<file path="config.mk">
export PLATFORM = sky130hd
export DESIGN_NAME = lookahead_adder16
export DESIGN_NICKNAME = d
export VERILOG_FILES = /design/src/rtl/la_adder_pkg.sv /design/src/rtl/la_group.sv /design/src/rtl/la_span.sv /design/src/rtl/la_flags.sv /design/src/rtl/lookahead_adder16.sv
export SDC_FILE = /design/constraint.sdc
export NUM_CORES = 1
export LEC_CHECK = 0
export BUFFER_PORTS_ARGS = -buffer_cell sky130_fd_sc_hd__buf_2
export CORE_MARGIN = 10
export CORE_UTILIZATION = 40
export DETAILED_ROUTE_END_ITERATION = 6
export GPL_ROUTABILITY_DRIVEN = 0
export PLACE_DENSITY = 0.87
export SYNTH_ARGS = -nofsm -noshare
export SYNTH_HDL_FRONTEND = slang
export SYNTH_HIERARCHICAL = 1
export SYNTH_SLANG_ARGS = --single-unit
</file>
<file path="constraint.sdc">
create_clock -name vclk -period 4.8
set_clock_uncertainty 0.15 [all_clocks]
set_input_delay 0.72 -clock vclk [all_inputs]
set_output_delay 0.72 -clock vclk [all_outputs]
set_load 0.01 [all_outputs]
</file>
<file path="src/rtl/la_adder_pkg.sv">
package la_adder_pkg;

  localparam int unsigned LA_MAX = 32;

  // Carry into position k of a lookahead span: the OR over j<k of
  // (g[j] AND p[j+1..k-1]) together with (cin AND p[0..k-1]).
  // The result is a flat sum of products with no chaining between terms.
  function automatic logic la_carry(input logic [LA_MAX-1:0] g,
                                    input logic [LA_MAX-1:0] p,
                                    input logic              cin,
                                    input int unsigned       k);
    logic acc;
    logic term;
    acc = 1'b0;
    for (int unsigned j = 0; j < LA_MAX; j++) begin
      if (j < k) begin
        term = g[j];
        for (int unsigned m = 0; m < LA_MAX; m++) begin
          if (m > j && m < k) term = term & p[m];
        end
        acc = acc | term;
      end
    end
    term = cin;
    for (int unsigned m = 0; m < LA_MAX; m++) begin
      if (m < k) term = term & p[m];
    end
    return acc | term;
  endfunction

  // Span propagate: AND of the first k propagate terms.
  function automatic logic la_span_prop(input logic [LA_MAX-1:0] p,
                                        input int unsigned       k);
    logic acc;
    acc = 1'b1;
    for (int unsigned m = 0; m < LA_MAX; m++) begin
      if (m < k) acc = acc & p[m];
    end
    return acc;
  endfunction

endpackage

</file>
<file path="src/rtl/la_group.sv">
module la_group #(
  parameter int unsigned GW = 4
) (
  input  logic [GW-1:0] gen,
  input  logic [GW-1:0] prop,
  input  logic          cin,
  output logic [GW-1:0] c_into,
  output logic          grp_gen,
  output logic          grp_prop
);
  import la_adder_pkg::*;

  logic [LA_MAX-1:0] gen_w;
  logic [LA_MAX-1:0] prop_w;

  assign gen_w  = LA_MAX'(gen);
  assign prop_w = LA_MAX'(prop);

  for (genvar i = 0; i < GW; i++) begin : g_bit
    assign c_into[i] = la_carry(gen_w, prop_w, cin, i);
  end

  assign grp_gen  = la_carry(gen_w, prop_w, 1'b0, GW);
  assign grp_prop = la_span_prop(prop_w, GW);
endmodule

</file>
<file path="src/rtl/la_span.sv">
module la_span #(
  parameter int unsigned NG = 4
) (
  input  logic [NG-1:0] grp_gen,
  input  logic [NG-1:0] grp_prop,
  input  logic          cin,
  output logic [NG-1:0] grp_cout
);
  import la_adder_pkg::*;

  logic [LA_MAX-1:0] gen_w;
  logic [LA_MAX-1:0] prop_w;

  assign gen_w  = LA_MAX'(grp_gen);
  assign prop_w = LA_MAX'(grp_prop);

  for (genvar k = 0; k < NG; k++) begin : g_grp
    assign grp_cout[k] = la_carry(gen_w, prop_w, cin, k + 1);
  end
endmodule

</file>
<file path="src/rtl/la_flags.sv">
module la_flags #(
  parameter int unsigned DW = 16
) (
  input  logic [DW-1:0] sum,
  input  logic          c_top,
  input  logic          c_msb,
  output logic          c_flag,
  output logic          v_flag,
  output logic          z_flag
);
  assign c_flag = c_top;
  assign v_flag = c_top ^ c_msb;
  assign z_flag = ~|sum;
endmodule

</file>
<file path="src/rtl/lookahead_adder16.sv">
module lookahead_adder16 #(
  parameter int unsigned GW = 4,
  parameter int unsigned NG = 4
) (
  input  logic [GW*NG-1:0] a,
  input  logic [GW*NG-1:0] b,
  input  logic             cin,
  output logic [GW*NG-1:0] sum,
  output logic             c_flag,
  output logic             v_flag,
  output logic             z_flag,
  output logic [NG-1:0]    grp_carry,
  output logic [GW*NG-1:0] bit_carry
);
  localparam int unsigned DW = GW * NG;

  logic [DW-1:0] bit_gen;
  logic [DW-1:0] bit_prop;
  logic [NG-1:0] grp_gen;
  logic [NG-1:0] grp_prop;
  logic [NG-1:0] grp_cin;

  assign bit_gen  = a & b;
  assign bit_prop = a ^ b;

  for (genvar k = 0; k < NG; k++) begin : g_grp
    if (k == 0) begin : g_first
      assign grp_cin[k] = cin;
    end else begin : g_rest
      assign grp_cin[k] = grp_carry[k-1];
    end

    la_group #(.GW(GW)) u_grp (
      .gen     (bit_gen[k*GW +: GW]),
      .prop    (bit_prop[k*GW +: GW]),
      .cin     (grp_cin[k]),
      .c_into  (bit_carry[k*GW +: GW]),
      .grp_gen (grp_gen[k]),
      .grp_prop(grp_prop[k])
    );
  end

  la_span #(.NG(NG)) u_span (
    .grp_gen (grp_gen),
    .grp_prop(grp_prop),
    .cin     (cin),
    .grp_cout(grp_carry)
  );

  assign sum = bit_prop ^ bit_carry;

  la_flags #(.DW(DW)) u_flags (
    .sum   (sum),
    .c_top (grp_carry[NG-1]),
    .c_msb (bit_carry[DW-1]),
    .c_flag(c_flag),
    .v_flag(v_flag),
    .z_flag(z_flag)
  );
endmodule

</file>
; Word-level counts from Yosys, hierarchy flattened
; Cells that the tools add are included.
[word_totals]
out_inout_bits = 39
register_bits = 0
[op_classes]
reduce_logical = 2
n_bitwise = 108
[ops]
columns = op, count
row1 = $and 1x1->1, 58
row2 = $or 1x1->1, 46
row3 = $xor 16x16->16, 2
row4 = $and 16x16->16, 1
row5 = $reduce_or 16->1, 1
row6 = $logic_not 1->1, 1
row7 = $xor 1x1->1, 1

; Depth between registers and ports, before layout
; Gate-level depths: netlist (run 1).
[depth]
word_depth = 19
ltp_mapped = 11

; Modules after synthesis
; The synthesis (run 1) kept the hierarchy.
[modules_own_cells]
columns = mod, n_inst, cells_each, area_each_um2
row1 = lookahead_adder16, 1, 32, 340.3
row2 = la_group, 4, 11, 65.1
row3 = la_flags, 1, 7, 50.0
row4 = la_span, 1, 5, 38.8

; Worst setup path after synthesis (run 1)
; No wires, ideal clock.
[synth_timing]
path_kind = in2out
startpoint = input a[1]
endpoint = output z_flag
path_stages = 11
path_buffers = 0
slack_ps = 696
t_arrival_ps = 3234
required_ps = 3930
path_cell_list = ha_1 a21oi_1 o21ai_0 a21o_1 a21o_1 a21o_1 a21o_1 a31o_1 xor2_1 nor4_1 and4_1
[synth_via]
word_cells_on_any_way = 52
cone_classes = bitwise: 50 / reduce/logical: 2
[synth_lines]
columns = item, line
row1 = "start, declared", lookahead_adder16.sv:5  ; input logic [GW*NG-1:0] a,
row2 = $xor 16x16->16, lookahead_adder16.sv:24  ; assign bit_prop = a ^ b;
row3 = $and 1x1->1 (3 in a row), la_adder_pkg.sv:19  ; if (m > j && m < k) term = term & p[m];
row4 = $or 1x1->1 * (3 in a row), la_adder_pkg.sv:21  ; acc = acc | term;
row5 = via grp_gen[0], lookahead_adder16.sv:19  ; logic [NG-1:0] grp_gen;
row6 = $or 1x1->1 *, la_adder_pkg.sv:28  ; return acc | term;
row7 = via grp_carry[0], lookahead_adder16.sv:12  ; output logic [NG-1:0] grp_carry,
row8 = $and 1x1->1 (3 in a row), la_adder_pkg.sv:26  ; if (m < k) term = term & p[m];
row9 = $or 1x1->1, la_adder_pkg.sv:28
row10 = $xor 16x16->16 *, lookahead_adder16.sv:50  ; assign sum = bit_prop ^ bit_carry;
row11 = $reduce_or 16->1 *, la_flags.sv:13  ; assign z_flag = ~|sum;
row12 = $logic_not 1->1 *, la_flags.sv:13
row13 = "end, declared", lookahead_adder16.sv:11  ; output logic z_flag,
; The timed path passes the listed nets; every way through them passes the cells marked *.

; Final worst setup path (run 1)
[layout_timing]
startpoint = input a[1]
endpoint = output z_flag
[layout_via]
elab_chain_cells = 19
word_cells_on_any_way = 52
cone_classes = bitwise: 50 / reduce/logical: 2
[layout_lines]
columns = item, line
row1 = $xor 16x16->16 *, lookahead_adder16.sv:24
row2 = via bit_prop[1], lookahead_adder16.sv:18  ; logic [DW-1:0] bit_prop;
row3 = $and 1x1->1 * (3 in a row), la_adder_pkg.sv:19
row4 = $or 1x1->1 * (3 in a row), la_adder_pkg.sv:21
row5 = via grp_gen[0], lookahead_adder16.sv:19
row6 = $and 1x1->1 (2 in a row), la_adder_pkg.sv:19
row7 = $or 1x1->1 (2 in a row), la_adder_pkg.sv:21
row8 = $or 1x1->1, la_adder_pkg.sv:28
row9 = $and 1x1->1 (3 in a row), la_adder_pkg.sv:26
row10 = $or 1x1->1, la_adder_pkg.sv:28
row11 = $xor 16x16->16 *, lookahead_adder16.sv:50
row12 = $reduce_or 16->1 *, la_flags.sv:13
row13 = $logic_not 1->1 *, la_flags.sv:13
; Marks and branches as above.

==> run_results.csv, run 1 <==
group,metric,value,unit
synthesis,syn_area,689,um^2
global_routing,antenna_found_initial,0,
sta,fin_crit,4360,ps
min_path,worst_hold_startpoint,"cin",
power_and_ir_drop,seqPwrFrac,0,%
power_and_ir_drop,ir_worst_vdd,0.102,mV
sta,worst_hold_slack,1550,ps
setup_path,cp-end-kind,"primary output",
global_routing,grt_max_degree,7,
setup_path,cp-start-kind,"input port",
setup_path,crit_slowest_cell,"ha_1",
sta,tightestPinTransition,287,ps
global_routing,met3_usage,4.32,%
run,cap_viol_max_count,0,
sta,slew_violations,0,
power_and_ir_drop,total_power,0.200,mW
floorplan,fp.coreArea,0.00156,mm^2
floorplan,ios,72,
synthesis,synthTopCellsByArea,"ha_1 29%, xor2_1 22%, a21o_1 17%, a31o_1 6.4%, a21oi_1 5.8%",
global_routing,track_usage,13.4,%
route,vias,921,
power_and_ir_drop,p_sw_share,57.4,%
power_and_ir_drop,p_per_area,194,mW/mm^2
setup_path,cp_data_arrival_time,3490,ps
clock_tree,cts-hold-fix-buffers,0,
setup_path,cpPeakStageDelay,350,ps
synthesis,ys_seq_area_share,0,%
clock_tree,cts.repair.resized,0,
synthesis,synth_nets,137,
setup_path,crit_start,"a[1]",
final_layout,drive_above_1_share,46.5,%
final_layout,seqCellArea,0,um^2
setup_path,crit_type,"in -> out",
synthesis,yosys.area.top_type,"ha_1",
sta,setup_viol,0,
final_layout,nClkBuffers,0,
power_and_ir_drop,power_frac_comb,100.0,%
setup_path,worstPathMaxFanout,6,
floorplan,die_area,0.00378,mm^2
run_status,status,"completed",
global_routing,grt_pass1_wl,4180,um
route,via_per_inst,5.39,
route,remaining_drc_errors,0,
route,wire_per_inst,16.2,um
global_routing,grtUsageMet1,13.3,%
final_layout,area_growth,49.7,%
floorplan,start_util,44.2,%
synthesis,synth_warnings,6,
floorplan,dieWidth,61.5,um
setup_path,worstPathCellList,"buf_2, ha_1, a21oi_1, o21ai_0, a21o_1, a21o_1, a21o_1, a21o_1, a31o_1, xor2_1, nor4_1, and4_1, buf_2",
final_layout,nets,206,
route,dr.first_iter.drc_count,16,
final_layout,insertedDiodeCount,0,
synthesis,yosysMostFrequentCell,"xor2_1",
route,wl,2760,um
clock_tree,cts_setup_buffers,0,
sta,fmaxAchievable,229,MHz
synthesis,synth_cells,88,
power_and_ir_drop,clkPwrFrac,0,%
synthesis,postSynthAreaPerCell,7.83,um^2
route,first_pass_iters,3,
global_routing,grt-ovfl-total,0,
synthesis,synth.distinct_cells,11,
synthesis,yosys.area.top_type_share,29.0,%
placed_design,io_buffer_count,72,
sta,finalCritPeriodShare,90.8,%
synthesis,synth_common_cells,"17 x xor2_1, 16 x a21o_1, 16 x ha_1",
power_and_ir_drop,switchingPower,0.115,mW
power_and_ir_drop,internal_power,0.0851,mW
global_routing,gr-usage-met2,27.7,%
sta,fin_tns_setup,0,ps
sta,rsz0062_at_grt,"false",
global_routing,grt_busiest_layer,"met2",
route,ant_nets,0,
sta,hold_viol_final,0,
setup_path,cp_common_cell,"a21o_1",
global_routing,grt_pass1_vias,986,
power_and_ir_drop,p_leak,0.676,nW
placed_design,post-dp-hpwl,2580,um
setup_path,crit_required,3930,ps
min_path,worstHoldPathType,"in -> out",
floorplan,row_count,14,
sta,slew_headroom,80.7,%
final_layout,seq_cells,0,
floorplan,die_h,61.5,um
[worst paths after layout]
path                  slack [ps]  depth (start not counted)            to
worst max-delay path         440                         13        z_flag
worst min-delay path        1550                          2  bit_carry[0]
[power by group through the flow]
| stage | Clock (mW) | Sequential [mW] | Combinational [mW] |
|---|---|---|---|
| 2_1_floorplan | 0 | 0 | 0.123 |
| 3_3_place_gp | 0 | 0 | 0.197 |
| 3_5_place_dp | 0 | 0 | 0.201 |
| 4_1_cts | 0 | 0 | 0.202 |
| 5_1_grt | 0 | 0 | 0.220 |
| 6_report | 0 | 0 | 0.200 |
[layer usage]
layer	part of all wire, %	vias up
met5	0	-
met4	0	0
met3	13	0
met2	51	43
met1	36	416
li1	-	462
[placed cells by master (no fill, tap or decap)]
cell | synthesis | routed
a21o_1 | 16 | 16
a21oi_1 | 8 | 8
a31o_1 | 5 | 5
and4_1 | 1 | 1
buf_2 | 0 | 72
ha_1 | 16 | 16
nand2_1 | 8 | 8
nor2_1 | 4 | 4
nor4_1 | 4 | 4
o21ai_0 | 4 | 4
xor2_1 | 17 | 17
[critical path, delay by kind of cell]
kind,cells,cell delay (ps)
fa+ha+maj,1,350
compound gates,7,1480
buf+inv,2,240
simple gates,2,540
xor+xnor,1,160
[area by class of cell]
type	instances	area, um^2
fill	144	527
multi-input combinational	83	652
tap	16	20.0
timing repair buffer	72	360
[stage by stage]
stage / std cells / setup slack [ps] / util [%] / area [um^2]
6_report: 171 / 439 / 66.2 / 1030
5_1_grt: 171 / 172 / 66.2 / 1030
4_1_cts: 171 / 432 / 66.2 / 1030
3_5_place_dp: 171 / 450 / 66.2 / 1030
3_3_place_gp: 171 / 599 / 66.2 / 1030
2_1_floorplan: 88 / 696 / - / 689
[cells by family (layout without fill, tap and decap cells)]
logic type,after synthesis,after routing,synth area share [%]
AO/OA/AOI/OAI,33,33,32.5
XOR/XNOR,17,17,21.6
adder cells (fa/ha/maj),16,16,29.0
buffers and inverters,5,72,5.45
AND/OR/NAND/NOR,17,17,11.4
Note: power is estimated with default switching activity, not from simulation.
==> run 2: changes to the inputs <==
--- a/config.mk
+++ b/config.mk
@@ -9,6 +9,6 @@
 export CORE_MARGIN = 10
-export CORE_UTILIZATION = 40
+export CORE_UTILIZATION = 37
 export DETAILED_ROUTE_END_ITERATION = 6
 export GPL_ROUTABILITY_DRIVEN = 0
-export PLACE_DENSITY = 0.87
+export PLACE_DENSITY = 0.81
 export SYNTH_ARGS = -nofsm -noshare
==> constraint.sdc (replaced) <==
create_clock -name vclk -period 4.65
set_clock_uncertainty 0.15 [all_clocks]
set_input_delay 0.93 -clock vclk [all_inputs]
set_output_delay 0.93 -clock vclk [all_outputs]
set_load 0.01 [all_outputs]
==> run 2 against run 1 <==
Net effect: largest power group unchanged; worst hold slack better by 420 ps; critical path type unchanged; critical path depth stayed put; largest cell class unchanged; final cell count is 6.4% higher.
==> run_results.csv, run 2 (synthesis gave the netlist of run 1 again) <==
group,metric,value,unit
min_path,worst_hold_startpoint,"cin",
run_status,status,"completed",
setup_path,crit_required,3570,ps
global_routing,antenna_found_initial,0,
final_layout,final_util,61.1,%
setup_path,worstPathMaxFanout,4,
sta,slew_headroom,77.9,%
route,wl_met3,228,um
setup_path,cp-start-kind,"input port",
route,via_per_inst,5.17,
final_layout,nets,208,
final_layout,area_growth,54.8,%
final_layout,mostFrequentLayoutCell,"buf_2",
sta,setup_viol,0,
placed_design,post-dp-hpwl,2730,um
power_and_ir_drop,p_sw_share,57.3,%
global_routing,grt_pass1_vias,1006,
power_and_ir_drop,ir_worst_vdd,0.0987,mV
sta,finalCritPeriodShare,96.1,%
setup_path,crit_type,"in -> out",
floorplan,fp.coreArea,0.00175,mm^2
sta,fin_crit,4470,ps
setup_path,cp_data_arrival_time,3390,ps
power_and_ir_drop,clkPwrFrac,0,%
route,wire_per_inst,16.3,um
global_routing,grt-ovfl-total,0,
setup_path,cp-end-kind,"primary output",
floorplan,row_count,15,
sta,hold_viol_final,0,
route,met2_length,1630,um
final_layout,final_cell_mix,"72 x buf_2, 17 x xor2_1, 16 x a21o_1",
power_and_ir_drop,internal_power,0.0915,mW
floorplan,ios,72,
clock_tree,cts_setup_buffers,0,
min_path,min_to,"bit_carry[0]",
power_and_ir_drop,seqPwrFrac,0,%
route,vias,941,
sta,fmaxAchievable,224,MHz
power_and_ir_drop,p_per_area,201,mW/mm^2
route,dr.max_layer_used,"met4",
final_layout,drive_above_1_share,48.4,%
sta,tightestPinTransition,328,ps
min_path,min_path_cells,2,
global_routing,track_usage,13.0,%
placed_design,place_ws,58.9,ps
route,first_pass_iters,4,
floorplan,die_h,63.2,um
global_routing,grt_max_degree,6,
floorplan,start_util,39.5,%
global_routing,grt_pass1_wl,4570,um
sta,setup_ws,182,ps
run,cap_viol_max_count,0,
sta,fin_tns_setup,0,ps
clock_tree,cts-hold-fix-buffers,0,
route,ant_nets,0,
min_path,worstHoldPathType,"in -> out",
final_layout,fill_cells,171,
route,wl_met1,1060,um
sta,rsz0062_at_grt,"false",
final_layout,seqCellArea,0,um^2
power_and_ir_drop,switchingPower,0.123,mW
placed_design,io_buffer_count,72,
power_and_ir_drop,p_leak,0.684,nW
route,wl,2960,um
final_layout,insertedDiodeCount,0,
sta,slew_violations,0,
floorplan,dieWidth,63.2,um
final_layout,seq_cells,0,
route,dr.first_iter.drc_count,19,
route,remaining_drc_errors,0,
floorplan,die_area,0.00399,mm^2
final_layout,nClkBuffers,0,
power_and_ir_drop,power_frac_comb,100.0,%
[run 2: power groups by stage]
stage	logic (mW)	clock network (mW)	registers [mW]
after floorplan	0.127	0	0
after global placement	0.208	0	0
after detailed placement	0.213	0	0
after CTS	0.214	0	0
after global routing	0.234	0	0
final	0.214	0	0
[run 2: how the worst max path moves through the flow]
stage | slack (ps) | to | depth (start not counted) | start
2_1_floorplan | 130 | z_flag | 11 | a[1]
3_3_place_gp | 160 | z_flag | 13 | a[1]
3_5_place_dp | 60 | z_flag | 13 | a[1]
4_1_cts | 50 | z_flag | 13 | a[1]
5_1_grt | 1 | z_flag | 13 | a[1]
6_report | 180 | z_flag | 13 | a[3]
[run 2: cell type report]
type	instances	area, um^2	area share (%)
well taps	25	31.3	2.93
repair buffers	74	375	35.2
multi-input cells	83	661	61.9
[run 2: through the flow]
| stage | area [um^2] | hold slack, ps | cells | power [mW] |
|---|---|---|---|---|
| finish | 1070 | 1970 | 182 | 0.214 |
| global route | 1070 | 1990 | 182 | 0.234 |
| CTS | 1060 | 1970 | 182 | 0.214 |
| detailed placement | 1060 | 1970 | 182 | 0.213 |
| global placement | 1060 | 1970 | 182 | 0.208 |
| floorplan | 689 | 1810 | 88 | 0.127 |
[run 2: critical path: stages]
cell     delay (ps)
buf_2           100
ha_1            330
a21oi_1         140
o21ai_0          90
a21o_1          180
a21o_1          190
a21o_1          230
a21o_1          240
a31o_1          280
xor2_1          170
nor4_1          160
and4_1          210
buf_2           130
[run 2: metal layers]
layer / up-vias / GRT usage, %
met5: - / 0
met4: 0 / 1.68
met3: 8 / 3.36
met2: 52 / 27.7
met1: 419 / 12.0
li1: 462 / -
[run 2: what timing repair did]
item                                    4_1_cts  5_1_grt
endpoints found under the setup margin        0        1
hold endpoints to repair                      0        0
gates resized for setup                       0        2
==> run 3: changes to the inputs <==
- CORE_MARGIN: 10 -> 3
- CORE_UTILIZATION: 37 -> 34
- PLACE_DENSITY: 0.81 -> 0.78
- clock period: 4.65 -> 4 ns (I/O delays scaled with it)
==> run 3 against run 2 <==
Net effect: via count increased by 2.4%; die area decreased by 35%; highest routed layer is now met3; setup slack got worse by 82 ps; largest power group unchanged; critical endpoint unchanged; global-route usage increased by 4.8 points.
==> run_results.csv, run 3 (synthesis gave the netlist of run 1 again) <==
group,metric,value,unit
route,first_pass_iters,4,
power_and_ir_drop,p_per_area,222,mW/mm^2
setup_path,worstPathMaxFanout,4,
placed_design,post-dp-hpwl,2220,um
setup_path,crit_start,"b[1]",
floorplan,fp.coreArea,0.00182,mm^2
floorplan,start_util,37.9,%
final_layout,nClkBuffers,0,
setup_path,cp_data_arrival_time,2950,ps
floorplan,dieWidth,51.0,um
min_path,worstHoldPathType,"in -> out",
route,dr.first_iter.drc_count,5,
route,wl_met1,940,um
run_status,status,"completed",
global_routing,grt_pass1_vias,944,
final_layout,insertedDiodeCount,0,
global_routing,track_usage,17.8,%
power_and_ir_drop,p_leak,0.741,nW
global_routing,grt_max_degree,6,
final_layout,nets,217,
final_layout,final_cell_mix,"70 x buf_2, 16 x a21o_1, 15 x xor2_1",
sta,hold_viol_final,0,
floorplan,row_count,15,
route,via_per_inst,5.05,
final_layout,final_util,67.9,%
route,wl,2510,um
setup_path,worstPathCellList,"buf_8, ha_4, a21oi_2, o21ai_1, a21o_1, buf_4, a21o_1, a31o_1, xor2_1, nor4_1, and4_1, buf_2",
sta,fmaxAchievable,256,MHz
final_layout,seq_cells,0,
setup_path,cp_common_cell,"a21o_1",
setup_path,cp-start-kind,"input port",
setup_path,cp-end-kind,"primary output",
sta,tightestPinTransition,309,ps
final_layout,mostFrequentLayoutCell,"buf_2",
route,met2_length,1400,um
final_layout,area_growth,79.3,%
floorplan,die_h,51.0,um
route,vias,964,
route,ant_nets,0,
floorplan,ios,72,
placed_design,place_ws,-21.5,ps
sta,fin_tns_setup,0,ps
final_layout,drive_above_1_share,57.2,%
route,wl_met3,173,um
setup_path,cpPeakStageDelay,330,ps
setup_path,crit_slowest_cell,"nor4_1",
final_layout,seqCellArea,0,um^2
sta,setup_viol,0,
route,wire_per_inst,13.1,um
sta,slew_headroom,79.2,%
global_routing,grt-ovfl-total,0,
run,cap_viol_max_count,0,
sta,finalCritPeriodShare,97.5,%
global_routing,antenna_found_initial,0,
placed_design,dp_cells,187,
route,remaining_drc_errors,0,
sta,rsz0062_at_grt,"true",
power_and_ir_drop,ir_worst_vdd,0.125,mV
sta,fin_crit,3900,ps
setup_path,cp-endpoint,"z_flag",
sta,slew_violations,0,
route,dr.max_layer_used,"met3",
placed_design,io_buffer_count,72,
global_routing,grt_pass1_wl,3800,um
floorplan,die_area,0.00260,mm^2
final_layout,final_cells,191,
setup_path,crit_required,3050,ps
sta,setup_ws,100,ps
setup_path,crit_type,"in -> out",
==> run 3: changes by cell type in the layout (fill, tap and decap cells not counted), moves of 2 or more <==
cell / delta
ha_1: -4
xor2_2: +2
buf_2: -2
a21oi_2: +3
a21oi_1: -3
buf_4: +9
xor2_1: -2
ha_4: +4
==> run 3: repair_timing <==
item	4_1_cts	5_1_grt
endpoints found under the setup margin	1	1
pin swaps	11	10
hold buffers	0	0
setup buffers	4	0
resized for setup	7	5
==> run 3: worst max-delay path: cells and delay by family <==
family          cells  cell delay, ps
compound gates      5             810
simple gates        2             560
buf+inv             3             380
fa+ha+maj           1             240
xor+xnor            1             150
==> run 3: report_power, final <==
group / switching, mW / internal, mW / total [mW]
Clock: 0 / 0 / 0
Sequential: 0 / 0 / 0
Combinational: 0.145 / 0.129 / 0.274
==> run 3: per-layer routing <==
metal | vias to the layer above | GRT usage (%)
li1 | 482 | -
met1 | 442 | 19.5
met2 | 40 | 38.6
met3 | 0 | 0.583
met4 | 0 | 0
met5 | - | 0
==> run 3: final cells by class <==
cell class                 instances  area, um^2
timing repair buffer              83         459
tap                               25        31.3
multi-input combinational         83         746
fill                             164         584
==> run 3: per-stage QoR <==
| stage | power, mW | hold slack, ps | area, um^2 |
|---|---|---|---|
| finish | 0.274 | 1710 | 1240 |
| CTS | 0.270 | 1700 | 1210 |
| global placement | 0.253 | 1700 | 1150 |
| floorplan | 0.154 | 1550 | 743 |
| global route | 0.298 | 1730 | 1240 |
| detailed placement | 0.256 | 1700 | 1150 |
==> run 3: worst min-delay path by stage <==
stage | from | endpoint | slack, ps | cells after the start
floorplan | cin | bit_carry[0] | 1550 | 1
global placement | cin | bit_carry[0] | 1700 | 2
detailed placement | cin | bit_carry[0] | 1700 | 2
CTS | cin | bit_carry[0] | 1700 | 2
global route | cin | bit_carry[0] | 1730 | 2
finish | cin | bit_carry[0] | 1710 | 2
